### config.mk
export PLATFORM = sky130hd
export DESIGN_NAME = period_freq_meter
export DESIGN_NICKNAME = d
export VERILOG_FILES = /design/src/rtl/fm_pkg.sv /design/src/rtl/fm_sync_edge.sv /design/src/rtl/fm_tick_wd.sv /design/src/rtl/fm_divider.sv /design/src/rtl/period_freq_meter.sv
export SDC_FILE = /design/constraint.sdc
export NUM_CORES = 1
export LEC_CHECK = 0
export BUFFER_PORTS_ARGS = -buffer_cell sky130_fd_sc_hd__buf_2
export CAP_MARGIN = 25
export CELL_PAD_IN_SITES_DETAIL_PLACEMENT = 0
export CELL_PAD_IN_SITES_GLOBAL_PLACEMENT = 1
export CORE_MARGIN = 8
export CORE_UTILIZATION = 40
export CTS_BUF_LIST = sky130_fd_sc_hd__clkbuf_2
export CTS_CLUSTER_SIZE = 30
export DETAILED_ROUTE_END_ITERATION = 10
export GPL_ROUTABILITY_DRIVEN = 0
export PLACE_DENSITY_LB_ADDON = 0.25
export REMOVE_ABC_BUFFERS = 1
export SETUP_SLACK_MARGIN = 0.5
export SLEW_MARGIN = 20
export SYNTH_ARGS = -nofsm -noshare
export SYNTH_HDL_FRONTEND = slang
export SYNTH_HIERARCHICAL = 1
export SYNTH_SLANG_ARGS = --single-unit
### constraint.sdc
create_clock -name clk -period 20.9 [get_ports clk]
set_input_delay 2.09 -clock clk [delete_from_list [all_inputs] [get_ports clk]]
set_output_delay 2.09 -clock clk [all_outputs]
set_load 0.03 [all_outputs]
### src/rtl/fm_pkg.sv
// Shared definitions for the period-integrating frequency meter.
// Assumes range codes 0..3 as listed in the brief.
package fm_pkg;

    // Measurement window state: waiting for a starting edge, or integrating.
    typedef enum logic {
        WIN_IDLE = 1'b0,
        WIN_RUN  = 1'b1
    } win_state_e;

    localparam int unsigned TMO_W = 14;

    // Number of input periods integrated for a range code.
    function automatic int unsigned win_periods(input logic [1:0] rng);
        case (rng)
            2'd0:    return 1;
            2'd1:    return 4;
            default: return 16;
        endcase
    endfunction

    // Units per hertz of the reported value for a range code.
    function automatic int unsigned unit_scale(input logic [1:0] rng);
        case (rng)
            2'd0:    return 1000;
            2'd1:    return 100;
            2'd2:    return 10;
            default: return 1;
        endcase
    endfunction

endpackage

### src/rtl/fm_sync_edge.sv
// Synchroniser and rising-edge detector for the asynchronous pulse input.
// Assumes the input stays at each level for more than two reference cycles.
// rise_pulse is high for one cycle per rising edge of the synchronised input.
module fm_sync_edge #(
    parameter int STAGES = 2
) (
    input  logic clk,
    input  logic rst_n,
    input  logic raw_in,
    output logic rise_pulse
);

    logic [STAGES:0] pipe_q;

    // Shift the raw input through the synchroniser and one history stage.
    always_ff @(posedge clk) begin
        if (!rst_n) pipe_q <= '0;
        else        pipe_q <= {pipe_q[STAGES-1:0], raw_in};
    end

    assign rise_pulse = pipe_q[STAGES-1] & ~pipe_q[STAGES];

    // each rising edge yields a single pulse
    a_r2_one_pulse_per_edge: assert property (@(posedge clk) disable iff (!rst_n)
        rise_pulse |=> !rise_pulse);

endmodule

### src/rtl/fm_tick_wd.sv
// Millisecond prescaler and no-signal watchdog.
// Counts whole milliseconds since the last synchronised rising edge and pulses
// expire once when the count reaches the programmed timeout. The timeout is
// loaded from load_val when load_en is high; it resets to DEFAULT_MS.
module fm_tick_wd #(
    parameter int unsigned TICK_CYC   = 1000,
    parameter int unsigned DEFAULT_MS = 10000,
    parameter int unsigned TMO_W      = 14
) (
    input  logic             clk,
    input  logic             rst_n,
    input  logic             edge_seen,
    input  logic             load_en,
    input  logic [TMO_W-1:0] load_val,
    output logic             expire
);

    localparam int unsigned PW = (TICK_CYC > 1) ? $clog2(TICK_CYC) : 1;
    localparam logic [TMO_W-1:0] TMO_RST = TMO_W'(DEFAULT_MS);

    logic [PW-1:0]    presc_q;
    logic             tick;
    logic [TMO_W-1:0] tmo_q;
    logic [TMO_W:0]   ms_q;
    logic [TMO_W:0]   ms_inc;
    logic             fired_q;

    assign tick   = (presc_q == PW'(TICK_CYC - 1));
    assign ms_inc = ms_q + 1'b1;
    assign expire = tick && !fired_q && !edge_seen && (ms_inc >= {1'b0, tmo_q});

    // Free-running prescaler producing one tick per millisecond.
    always_ff @(posedge clk) begin
        if (!rst_n) presc_q <= '0;
        else        presc_q <= tick ? '0 : presc_q + 1'b1;
    end

    // Timeout register, replaced on a load request.
    always_ff @(posedge clk) begin
        if (!rst_n)       tmo_q <= TMO_RST;
        else if (load_en) tmo_q <= load_val;
    end

    // Millisecond count since the last edge, with a one-shot expiry flag.
    always_ff @(posedge clk) begin
        if (!rst_n) begin
            ms_q    <= '0;
            fired_q <= 1'b0;
        end else if (edge_seen) begin
            ms_q    <= '0;
            fired_q <= 1'b0;
        end else if (tick && !fired_q) begin
            ms_q    <= ms_inc;
            fired_q <= expire;
        end
    end

    // one expiry per silent stretch
    a_r7_single_expiry: assert property (@(posedge clk) disable iff (!rst_n)
        expire |=> !expire);

    // a load places the requested value in the timeout register
    a_r9_timeout_taken: assert property (@(posedge clk) disable iff (!rst_n)
        load_en |=> (tmo_q == $past(load_val)));

endmodule

### src/rtl/fm_divider.sv
// Restoring sequential divider: one quotient bit per cycle, NUM_W cycles.
// Assumes start is raised only while busy is low. quot is final in the cycle
// done is high and stays until the next start.
module fm_divider #(
    parameter int NUM_W = 40,
    parameter int DEN_W = 32
) (
    input  logic             clk,
    input  logic             rst_n,
    input  logic             start,
    input  logic [NUM_W-1:0] num,
    input  logic [DEN_W-1:0] den,
    output logic             busy,
    output logic             done,
    output logic [NUM_W-1:0] quot
);

    localparam int STEP_W = $clog2(NUM_W + 1);

    logic [DEN_W-1:0]  rem_q;
    logic [DEN_W-1:0]  den_q;
    logic [STEP_W-1:0] step_q;
    logic [DEN_W:0]    trial;
    logic              fits;

    assign trial = {rem_q, quot[NUM_W-1]};
    assign fits  = trial >= {1'b0, den_q};

    // Load operands on start, then shift-subtract one bit per cycle.
    always_ff @(posedge clk) begin
        if (!rst_n) begin
            rem_q  <= '0;
            den_q  <= '0;
            quot   <= '0;
            step_q <= '0;
            busy   <= 1'b0;
            done   <= 1'b0;
        end else begin
            done <= 1'b0;
            if (start) begin
                quot   <= num;
                den_q  <= den;
                rem_q  <= '0;
                step_q <= STEP_W'(NUM_W);
                busy   <= 1'b1;
            end else if (busy) begin
                rem_q  <= fits ? DEN_W'(trial - {1'b0, den_q}) : trial[DEN_W-1:0];
                quot   <= {quot[NUM_W-2:0], fits};
                step_q <= step_q - 1'b1;
                if (step_q == STEP_W'(1)) begin
                    busy <= 1'b0;
                    done <= 1'b1;
                end
            end
        end
    end

    // the window logic never restarts a division in flight
    a_r2_start_when_idle: assert property (@(posedge clk) disable iff (!rst_n)
        start |-> !busy);

endmodule

### src/rtl/period_freq_meter.sv
// Period-integrating frequency meter, top level.
// Integrates reference cycles over 1/4/16 input periods, divides a per-range
// constant by the count and reports the frequency in the unit of the range.
// Assumes CLK_HZ is a multiple of 1000 and MAX_HZ*1000 fits in 32 bits.
module period_freq_meter #(
    parameter int unsigned CLK_HZ        = 1_000_000,
    parameter int unsigned MAX_HZ        = 10_000,
    parameter int unsigned WD_DEFAULT_MS = 10_000,
    parameter int unsigned SYNC_STAGES   = 2,
    parameter int unsigned CNT_W         = 32,
    parameter int unsigned NUM_W         = 40
) (
    input  logic        clk,
    input  logic        rst_n,
    input  logic        sig_in,
    input  logic        hold_en,
    input  logic [7:0]  ctrl_byte,
    input  logic [15:0] wd_data,
    output logic [7:0]  status_byte,
    output logic [31:0] freq_word
);
    import fm_pkg::*;

    localparam int unsigned TICK_CYC = (CLK_HZ / 1000 > 0) ? CLK_HZ / 1000 : 1;
    localparam int unsigned PER_W    = 4;

    logic             rise;
    logic             expire;
    logic             tvd_req;
    logic             tvd_load;
    logic             tvd_load_q;
    logic             tvd_ack_q;
    logic [1:0]       meas_rng;
    logic [1:0]       ack_rng;
    logic [1:0]       div_rng;
    win_state_e       win_st;
    logic [PER_W-1:0] per_cnt;
    logic [CNT_W-1:0] cyc_cnt;
    logic             range_change;
    logic             win_end;
    logic             div_start;
    logic             div_busy;
    logic             div_done;
    logic [NUM_W-1:0] div_num;
    logic [NUM_W-1:0] div_quot;
    logic [NUM_W-1:0] res_limit;
    logic             over;
    logic             discard_q;
    logic [31:0]      freq_q;
    logic             ctrl_unused;

    assign ctrl_unused = ^{ctrl_byte[7:5], ctrl_byte[3:2], wd_data[15:14]};

    fm_sync_edge #(.STAGES(SYNC_STAGES)) i_sync (
        .clk        (clk),
        .rst_n      (rst_n),
        .raw_in     (sig_in),
        .rise_pulse (rise)
    );

    fm_tick_wd #(
        .TICK_CYC   (TICK_CYC),
        .DEFAULT_MS (WD_DEFAULT_MS),
        .TMO_W      (TMO_W)
    ) i_wd (
        .clk       (clk),
        .rst_n     (rst_n),
        .edge_seen (rise),
        .load_en   (tvd_load),
        .load_val  (wd_data[TMO_W-1:0]),
        .expire    (expire)
    );

    fm_divider #(.NUM_W(NUM_W), .DEN_W(CNT_W)) i_div (
        .clk   (clk),
        .rst_n (rst_n),
        .start (div_start),
        .num   (div_num),
        .den   (cyc_cnt),
        .busy  (div_busy),
        .done  (div_done),
        .quot  (div_quot)
    );

    // Decode of requests and window completion.
    assign tvd_req      = ctrl_byte[4];
    assign range_change = !hold_en && (ctrl_byte[1:0] != meas_rng);
    assign win_end      = (win_st == WIN_RUN) && rise &&
                          (per_cnt == PER_W'(win_periods(meas_rng) - 1));
    assign div_start    = win_end && !range_change && !div_busy;
    assign div_num      = NUM_W'(64'(unit_scale(meas_rng)) * 64'(win_periods(meas_rng)) * 64'(CLK_HZ));
    assign res_limit    = NUM_W'(64'(MAX_HZ) * 64'(unit_scale(div_rng)));
    assign over         = div_quot > res_limit;

    // Window sequencer: take a new range, restart on expiry, count periods and cycles.
    always_ff @(posedge clk) begin
        if (!rst_n) begin
            win_st   <= WIN_IDLE;
            per_cnt  <= '0;
            cyc_cnt  <= '0;
            meas_rng <= 2'd0;
        end else if (range_change) begin
            meas_rng <= ctrl_byte[1:0];
            win_st   <= WIN_IDLE;
        end else if (expire) begin
            win_st <= WIN_IDLE;
        end else if (win_st == WIN_IDLE) begin
            if (rise) begin
                win_st  <= WIN_RUN;
                per_cnt <= '0;
                cyc_cnt <= CNT_W'(1);
            end
        end else begin
            cyc_cnt <= (cyc_cnt == '1) ? cyc_cnt : cyc_cnt + 1'b1;
            if (win_end) begin
                per_cnt <= '0;
                cyc_cnt <= CNT_W'(1);
            end else if (rise) begin
                per_cnt <= per_cnt + 1'b1;
            end
        end
    end

    // Tag each division with its range; mark it stale if the window was abandoned.
    always_ff @(posedge clk) begin
        if (!rst_n) begin
            div_rng   <= 2'd0;
            discard_q <= 1'b0;
        end else if (div_start) begin
            div_rng   <= meas_rng;
            discard_q <= 1'b0;
        end else if ((range_change || expire) && div_busy) begin
            discard_q <= 1'b1;
        end
    end

    // Result register and range acknowledge, both frozen while held.
    always_ff @(posedge clk) begin
        if (!rst_n) begin
            freq_q  <= '0;
            ack_rng <= 2'd0;
        end else if (!hold_en) begin
            if (div_done && !discard_q) begin
                freq_q  <= over ? '1 : div_quot[31:0];
                ack_rng <= div_rng;
            end else if (expire) begin
                freq_q  <= '0;
                ack_rng <= meas_rng;
            end
        end
    end

    // Timeout load handshake: latch once per request, acknowledge a cycle later.
    assign tvd_load = tvd_req && !tvd_ack_q && !tvd_load_q;

    always_ff @(posedge clk) begin
        if (!rst_n) begin
            tvd_load_q <= 1'b0;
            tvd_ack_q  <= 1'b0;
        end else begin
            tvd_load_q <= tvd_load;
            tvd_ack_q  <= tvd_req && (tvd_ack_q || tvd_load_q);
        end
    end

    assign freq_word   = freq_q;
    assign status_byte = {2'b00, ~hold_en, tvd_ack_q, 2'b00, ack_rng};

    // a held result never moves
    a_r5_hold_freezes_result: assert property (@(posedge clk) disable iff (!rst_n)
        hold_en |=> $stable(freq_word));

    // the range acknowledge never moves while held
    a_r5_hold_freezes_range: assert property (@(posedge clk) disable iff (!rst_n)
        hold_en |=> $stable(status_byte[1:0]));

    // any reported value other than the marker is within the range limit
    a_r6_within_limit: assert property (@(posedge clk) disable iff (!rst_n)
        (freq_word != 32'hFFFF_FFFF) |->
        (64'(freq_word) <= 64'(MAX_HZ) * 64'(unit_scale(status_byte[1:0]))));

    // timeout acknowledge drops once the request is withdrawn
    a_r8_ack_clears: assert property (@(posedge clk) disable iff (!rst_n)
        !ctrl_byte[4] |=> !status_byte[4]);

    // timeout acknowledge only rises under a standing request
    a_r8_ack_needs_req: assert property (@(posedge clk) disable iff (!rst_n)
        $rose(status_byte[4]) |-> $past(ctrl_byte[4]));

endmodule

==> flow_metrics.env, run 1 <==
export IMPL_hp_class="flop to flop"
export IMPL_drc=0
export IMPL_ctsResizeCount=0
export IMPL_clkLatencyLatePin_ns=0.90
export IMPL_worstPathMaxFanout=13
export IMPL_syn_area_per_cell_sq_um=8.12
export IMPL_avgViaCountPerCell=5.27
export IMPL_cts_setup_buffers=0
export IMPL_synthArstFlopShare_pct=0
export IMPL_dp_hpwl_um=30100
export IMPL_portBuffers=56
export IMPL_wirelength_um=40500
export IMPL_path_common_cell="ha_1"
export IMPL_power_density_mw_per_mm2=62.5
export IMPL_arrival_ns=9.51
export IMPL_yosys_register_bits=233
export IMPL_wire_per_inst_um=15.4
export IMPL_ios=68
export IMPL_die_area_sq_mm=0.0473
export IMPL_die_w_um=217
export IMPL_path_buf_inv=3
export IMPL_coreArea_sq_mm=0.0399
export IMPL_htreeDepth=3
export IMPL_ys_flop_type="dfxtp_1"
export IMPL_synth_edf_count=0
export IMPL_area_growth_pct=8.86
export IMPL_grt_max_degree=78
export IMPL_first_pass_iters=5
export IMPL_fillers=4074
export IMPL_final_common_cell="dfxtp_1"
export IMPL_rsz0062_at_grt="false"
export IMPL_ys_types=79
export IMPL_status="finished clean"
export IMPL_critical_path_max_stage_delay_ns=0.74
export IMPL_final_util_pct=44.2
export IMPL_setup_viol=0
export IMPL_finalSetupTns_ns=0
export IMPL_initial_core_util_pct=40.6
export IMPL_rows=73
export IMPL_ant_nets=0
export IMPL_grt_usage_pct=17.0
export IMPL_start_kind="flop"
export IMPL_finalHoldViolCount=0
export IMPL_max_vdd_ir_drop_v=0.0000619
export IMPL_maxSlewHeadroom_pct=37.4
export IMPL_ys_seq_area_share_pct=28.8
export IMPL_clk_pin_slew_ns=0.10
export IMPL_clk_path_buf_depth=3
export IMPL_num_nets_final=2279
export IMPL_drt_iter0_drc=704
export IMPL_grt_antenna_before_repair=1
export IMPL_num_vias=13855
export IMPL_clock_root_buffer="clkbuf_2"
export IMPL_cp_data_required_time_ns=21.69
export IMPL_grt_ovfl_total=0
export IMPL_cp_end_kind="flop"
export IMPL_syn_instance_count=1997
export IMPL_dieHeight_um=217
export IMPL_cts_num_sinks=233
export IMPL_period_share_pct=41.7
export IMPL_grt_pass1_vias=13573
export IMPL_fmax_mhz=115
export IMPL_cts_hold_buffers=0
export IMPL_cp_slowest_cell="xnor2_1"
export IMPL_synthesis_area_sq_mm=0.0162
export IMPL_finalCriticalPeriod_ns=8.72
export IMPL_maxCapViolCount=0
export IMPL_crit_family="adder cells"
export IMPL_yosysWarnings=6
export IMPL_grt_first_pass_wirelength_um=67500
export IMPL_leakagePower_nw=7.66
export IMPL_cts_buffers=66
export IMPL_cts_tree="yes"
export IMPL_min_from="tvd_load_q"
export IMPL_reg2reg_from="meas_rng[1]"
export IMPL_final_cell_mix="dfxtp_1, nand2_1, ha_1"
export IMPL_drive_gt1_share_pct=10.3
export IMPL_worstSetupPathType="flop to flop"
export IMPL_finalClockSkew_ns=0.0849
export IMPL_report_final_slew_viol_count=0
export IMPL_tightest_slew_ns=0.939
export IMPL_cp_startpoint="meas_rng[1]"
registers in the layout, summed over array words and instances, names as in the netlist, 2 cells and up:
register,count
ack_rng,2
cyc_cnt,32
div_rng,2
freq_word,32
i_div/den_q,32
i_div/quot,40
i_div/rem_q,32
i_div/step_q,6
i_sync/pipe_q,3
i_wd/ms_q,15
i_wd/presc_q,10
i_wd/tmo_q,14
meas_rng,2
per_cnt,4
Yosys cell counts (7+ instances only):
library cell  number  area, sq um
o21ai_0          139          696
nor3_1            60          300
o21bai_1          10         75.1
nor4_1            11         68.8
and2_1            63          394
nand3_1           43          215
nor2b_1           59          369
nor3b_1           11         82.6
fa_1              12          240
and3_1            22          138
mux2i_1           87          871
nand4_1           24          150
o31ai_1            9         67.6
nand2b_1          19          119
xor2_1            44          385
a21o_1            26          195
ha_1             182         2280
o211ai_1          14          105
nor2_1           138          518
or3_1             23          144
o21a_1            16          120
nand2_1          208          781
a31oi_1           34          213
nand3b_1           8         60.1
buf_1              7         26.3
clkbuf_1          68          255
a21oi_1          104          521
inv_1            123          462
a211oi_1          14          105
dfxtp_1          233         4660
buf_2             11         55.1
xnor2_1           68          596
cells by family after synthesis:
kind of cell,share of synthesized area (%)
simple gates,22.2
compound gates,16.7
flops,28.8
buf+inv,5.37
fa+ha+maj,15.5
xor+xnor,6.05
mux,5.37
other cells,0.0463
through the flow:
stage	setup WS (ns)	cell area, sq um	hold slack (ns)	total power [W]	cells
after floorplan	8.65	15900	0.397	0.000669	1914
after global placement	12.21	16900	0.406	0.000732	2511
after detailed placement	12.22	17000	0.419	0.000733	2513
after CTS	12.21	17600	0.432	0.00113	2629
after global routing	11.64	17700	0.450	0.00119	2631
final	12.18	17700	0.424	0.00110	2631
final cells by class:
type	count	area, sq um	area share (%)
Antenna cell	1	2.50	0.0142
Clock buffer	101	505	2.86
Clock inverter	15	173	0.978
Inverter	123	462	2.61
Multi-Input combinational cell	1558	10800	60.9
Sequential cell	233	4670	26.4
Tap cell	525	657	3.72
Timing Repair Buffer	75	432	2.44
final timing paths:
check | endpoint | slack, ns | depth (start not counted)
worst max-delay path | i_div/quot[35] | 12.18 | 31
worst max register to register | i_div/quot[35] | 12.18 | 31
worst min register to register | tvd_load_q | 0.42 | 1
worst min-delay path | tvd_load_q | 0.42 | 1
power by group:
part / internal (W) / total (W) / switching [W]
clock network: 0.000177 / 0.000377 / 0.000200
logic: 0.000110 / 0.000276 / 0.000166
registers: 0.000447 / 0.000450 / 0.00000290
routing by layer:
layer / track usage [%] / vias to the layer above / share of wire [%]
met1: 21.8 / 6493 / 48
met5: 0 / - / 0
met4: 4.94 / 0 / 1.5
met3: 3.29 / 48 / 3.6
met2: 28.8 / 198 / 47
li1: - / 7116 / -
(Power assumes the default switching activity.)
==> run 2, diff against run 1 <==
- clock period: 20.9 -> 7.4 ns (I/O delays scaled with it)
==> flow_metrics.env, run 2 (same netlist as run 1, synthesis figures left out) <==
export IMPL_status="finished clean"
export IMPL_cts_buffers=61
export IMPL_swShare_pct=34.9
export IMPL_rows=73
export IMPL_leakagePower_nw=7.78
export IMPL_tightest_slew_ns=1.02
export IMPL_setup_viol=0
export IMPL_drive_gt1_share_pct=12.0
export IMPL_wire_per_inst_um=15.6
export IMPL_grt_usage_pct=17.3
export IMPL_clkLatencyLatePin_ns=0.95
export IMPL_crit_cells=31
export IMPL_ff2ff_setup_slack_ns=0.77
export IMPL_dp_hpwl_um=30200
export IMPL_r2r_cells=31
export IMPL_grt_pass1_vias=13773
export IMPL_grt_first_pass_wirelength_um=68800
export IMPL_clk_pin_slew_ns=0.11
export IMPL_seqPwrFrac_pct=40.3
export IMPL_num_nets_final=2318
export IMPL_clock_root_buffer="clkbuf_2"
export IMPL_drt_iter0_drc=710
export IMPL_clock_power_share_pct=26.7
export IMPL_rsz0062_at_grt="false"
export IMPL_path_buf_inv=4
export IMPL_max_vdd_ir_drop_v=0.000224
export IMPL_initial_core_util_pct=40.6
export IMPL_cp_data_required_time_ns=8.24
export IMPL_finalClockSkew_ns=0.0734
export IMPL_coreArea_sq_mm=0.0399
export IMPL_fmax_mhz=151
export IMPL_largest_register="i_div/quot"
export IMPL_cp_end_kind="flop"
export IMPL_finalCriticalPeriod_ns=6.63
export IMPL_path_common_cell="ha_1"
export IMPL_drc=0
export IMPL_grt_antenna_before_repair=2
export IMPL_worstPathMaxFanout=11
export IMPL_final_cell_mix="dfxtp_1, nand2_1, ha_1"
export IMPL_worstSetupPathType="flop to flop"
export IMPL_dieHeight_um=217
export IMPL_grt_ovfl_total=0
export IMPL_area_growth_pct=11.4
export IMPL_grt_max_degree=91
export IMPL_arrival_ns=7.48
export IMPL_critical_path_max_stage_delay_ns=0.45
export IMPL_p_sw_w=0.00110
export IMPL_cp_startpoint="meas_rng[1]"
export IMPL_crit_end="i_div/quot[36]"
export IMPL_crit_family="adder cells"
export IMPL_combPwrFrac_pct=33.1
export IMPL_htreeDepth=2
export IMPL_finalHoldViolCount=0
export IMPL_ant_nets=0
export IMPL_final_common_cell="dfxtp_1"
export IMPL_reg2reg_from="meas_rng[1]"
export IMPL_die_w_um=217
export IMPL_maxSlewHeadroom_pct=32.0
export IMPL_num_vias=13901
export IMPL_period_share_pct=89.6
export IMPL_cts_num_sinks=233
export IMPL_power_density_mw_per_mm2=175
export IMPL_first_pass_iters=5
export IMPL_r2r_end="i_div/quot[36]"
export IMPL_maxCapViolCount=0
export IMPL_avgViaCountPerCell=5.22
export IMPL_report_final_slew_viol_count=0
export IMPL_final_util_pct=45.3
export IMPL_ios=68
export IMPL_largest_reg_flops=40
export IMPL_fin_hold_ws_ns=0.177
export IMPL_portBuffers=56
export IMPL_fillers=3991
export IMPL_p_int_w=0.00206
export IMPL_hp_class="input port to flop"
export IMPL_start_kind="flop"
export IMPL_clk_path_buf_depth=3
export IMPL_die_area_sq_mm=0.0473
export IMPL_cp_slowest_cell="fa_1"
export IMPL_wirelength_um=41400
export IMPL_cts_tree="yes"
-- run 2: cell count changes in the layout (fill, tap and decap cells not counted), sizes merged --
| cell | change |
|---|---|
| clkinvlp | -1 |
| clkbuf | -11 |
| diode | +1 |
| buf | +28 |
| bufinv | -4 |
| dlygate4sd3 | +16 |
| clkinv | +1 |
-- run 2: area by class of cell --
cell class | instances | area [sq um] | area share (%)
sequential | 233 | 4670 | 25.9
clock buffer | 90 | 450 | 2.49
inverter | 123 | 464 | 2.57
tap | 525 | 657 | 3.64
clock inverter | 11 | 41.3 | 0.229
multi-input combinational | 1558 | 11000 | 60.8
antenna | 2 | 5.00 | 0.0277
timing repair buffer | 119 | 795 | 4.40
-- run 2: how the worst min path moves through the flow --
stage / endpoint / slack [ns] / cells past startpoint / start
after CTS: meas_rng[1] / 0.05 / 3 / ctrl_byte[1]
after global placement: tvd_load_q / 0.41 / 1 / tvd_load_q
after global routing: meas_rng[1] / 0.10 / 3 / ctrl_byte[1]
after floorplan: tvd_load_q / 0.40 / 1 / tvd_load_q
final: meas_rng[1] / 0.18 / 3 / ctrl_byte[1]
after detailed placement: tvd_load_q / 0.42 / 1 / tvd_load_q
-- run 2: worst reg2reg max path, delay by kind of cell (launching register included) --
kind	cells	cell delay [ns]
xor+xnor	2	0.40
simple gates	5	0.73
compound gates	8	1.23
fa+ha+maj	12	3.56
buf+inv	4	0.31
flops	1	0.35
-- run 2: layer usage --
layer,up-vias,global-route usage (%),share of wire (%)
met3,57,2.72,2.9
met2,161,29.0,47
met1,6513,22.4,48
met4,0,5.73,2.1
met5,-,0,0
li1,7170,-,-
-- run 2: repair_timing --
action	CTS	global route
buffers inserted	6	5
hold buffers	16	0
endpoints found under the setup margin	6	6
resized for setup	22	24
pin swaps	5	13
hold endpoints to repair	17	0
-- run 2: power groups by stage --
stage / Sequential [W] / Combinational [W] / Clock [W]
2_1_floorplan: 0.00130 / 0.000589 / 0
3_3_place_gp: 0.00130 / 0.000811 / 0
3_5_place_dp: 0.00130 / 0.000809 / 0
4_1_cts: 0.00127 / 0.000863 / 0.000889
5_1_grt: 0.00127 / 0.00116 / 0.000958
6_report: 0.00127 / 0.00104 / 0.000841
-- run 2: per-stage QoR --
step | setup WS (ns) | std cells | instance area (sq um) | TNS (ns) | total power, W
after floorplan | -4.55 | 1914 | 15900 | -327.70 | 0.00189
after global placement | 0.202 | 2529 | 17100 | 0 | 0.00211
after detailed placement | 0.0781 | 2530 | 17100 | 0 | 0.00211
after CTS | 0.516 | 2653 | 17900 | 0 | 0.00302
after global routing | 0.492 | 2661 | 18100 | 0 | 0.00339
final | 0.768 | 2661 | 18100 | 0 | 0.00316
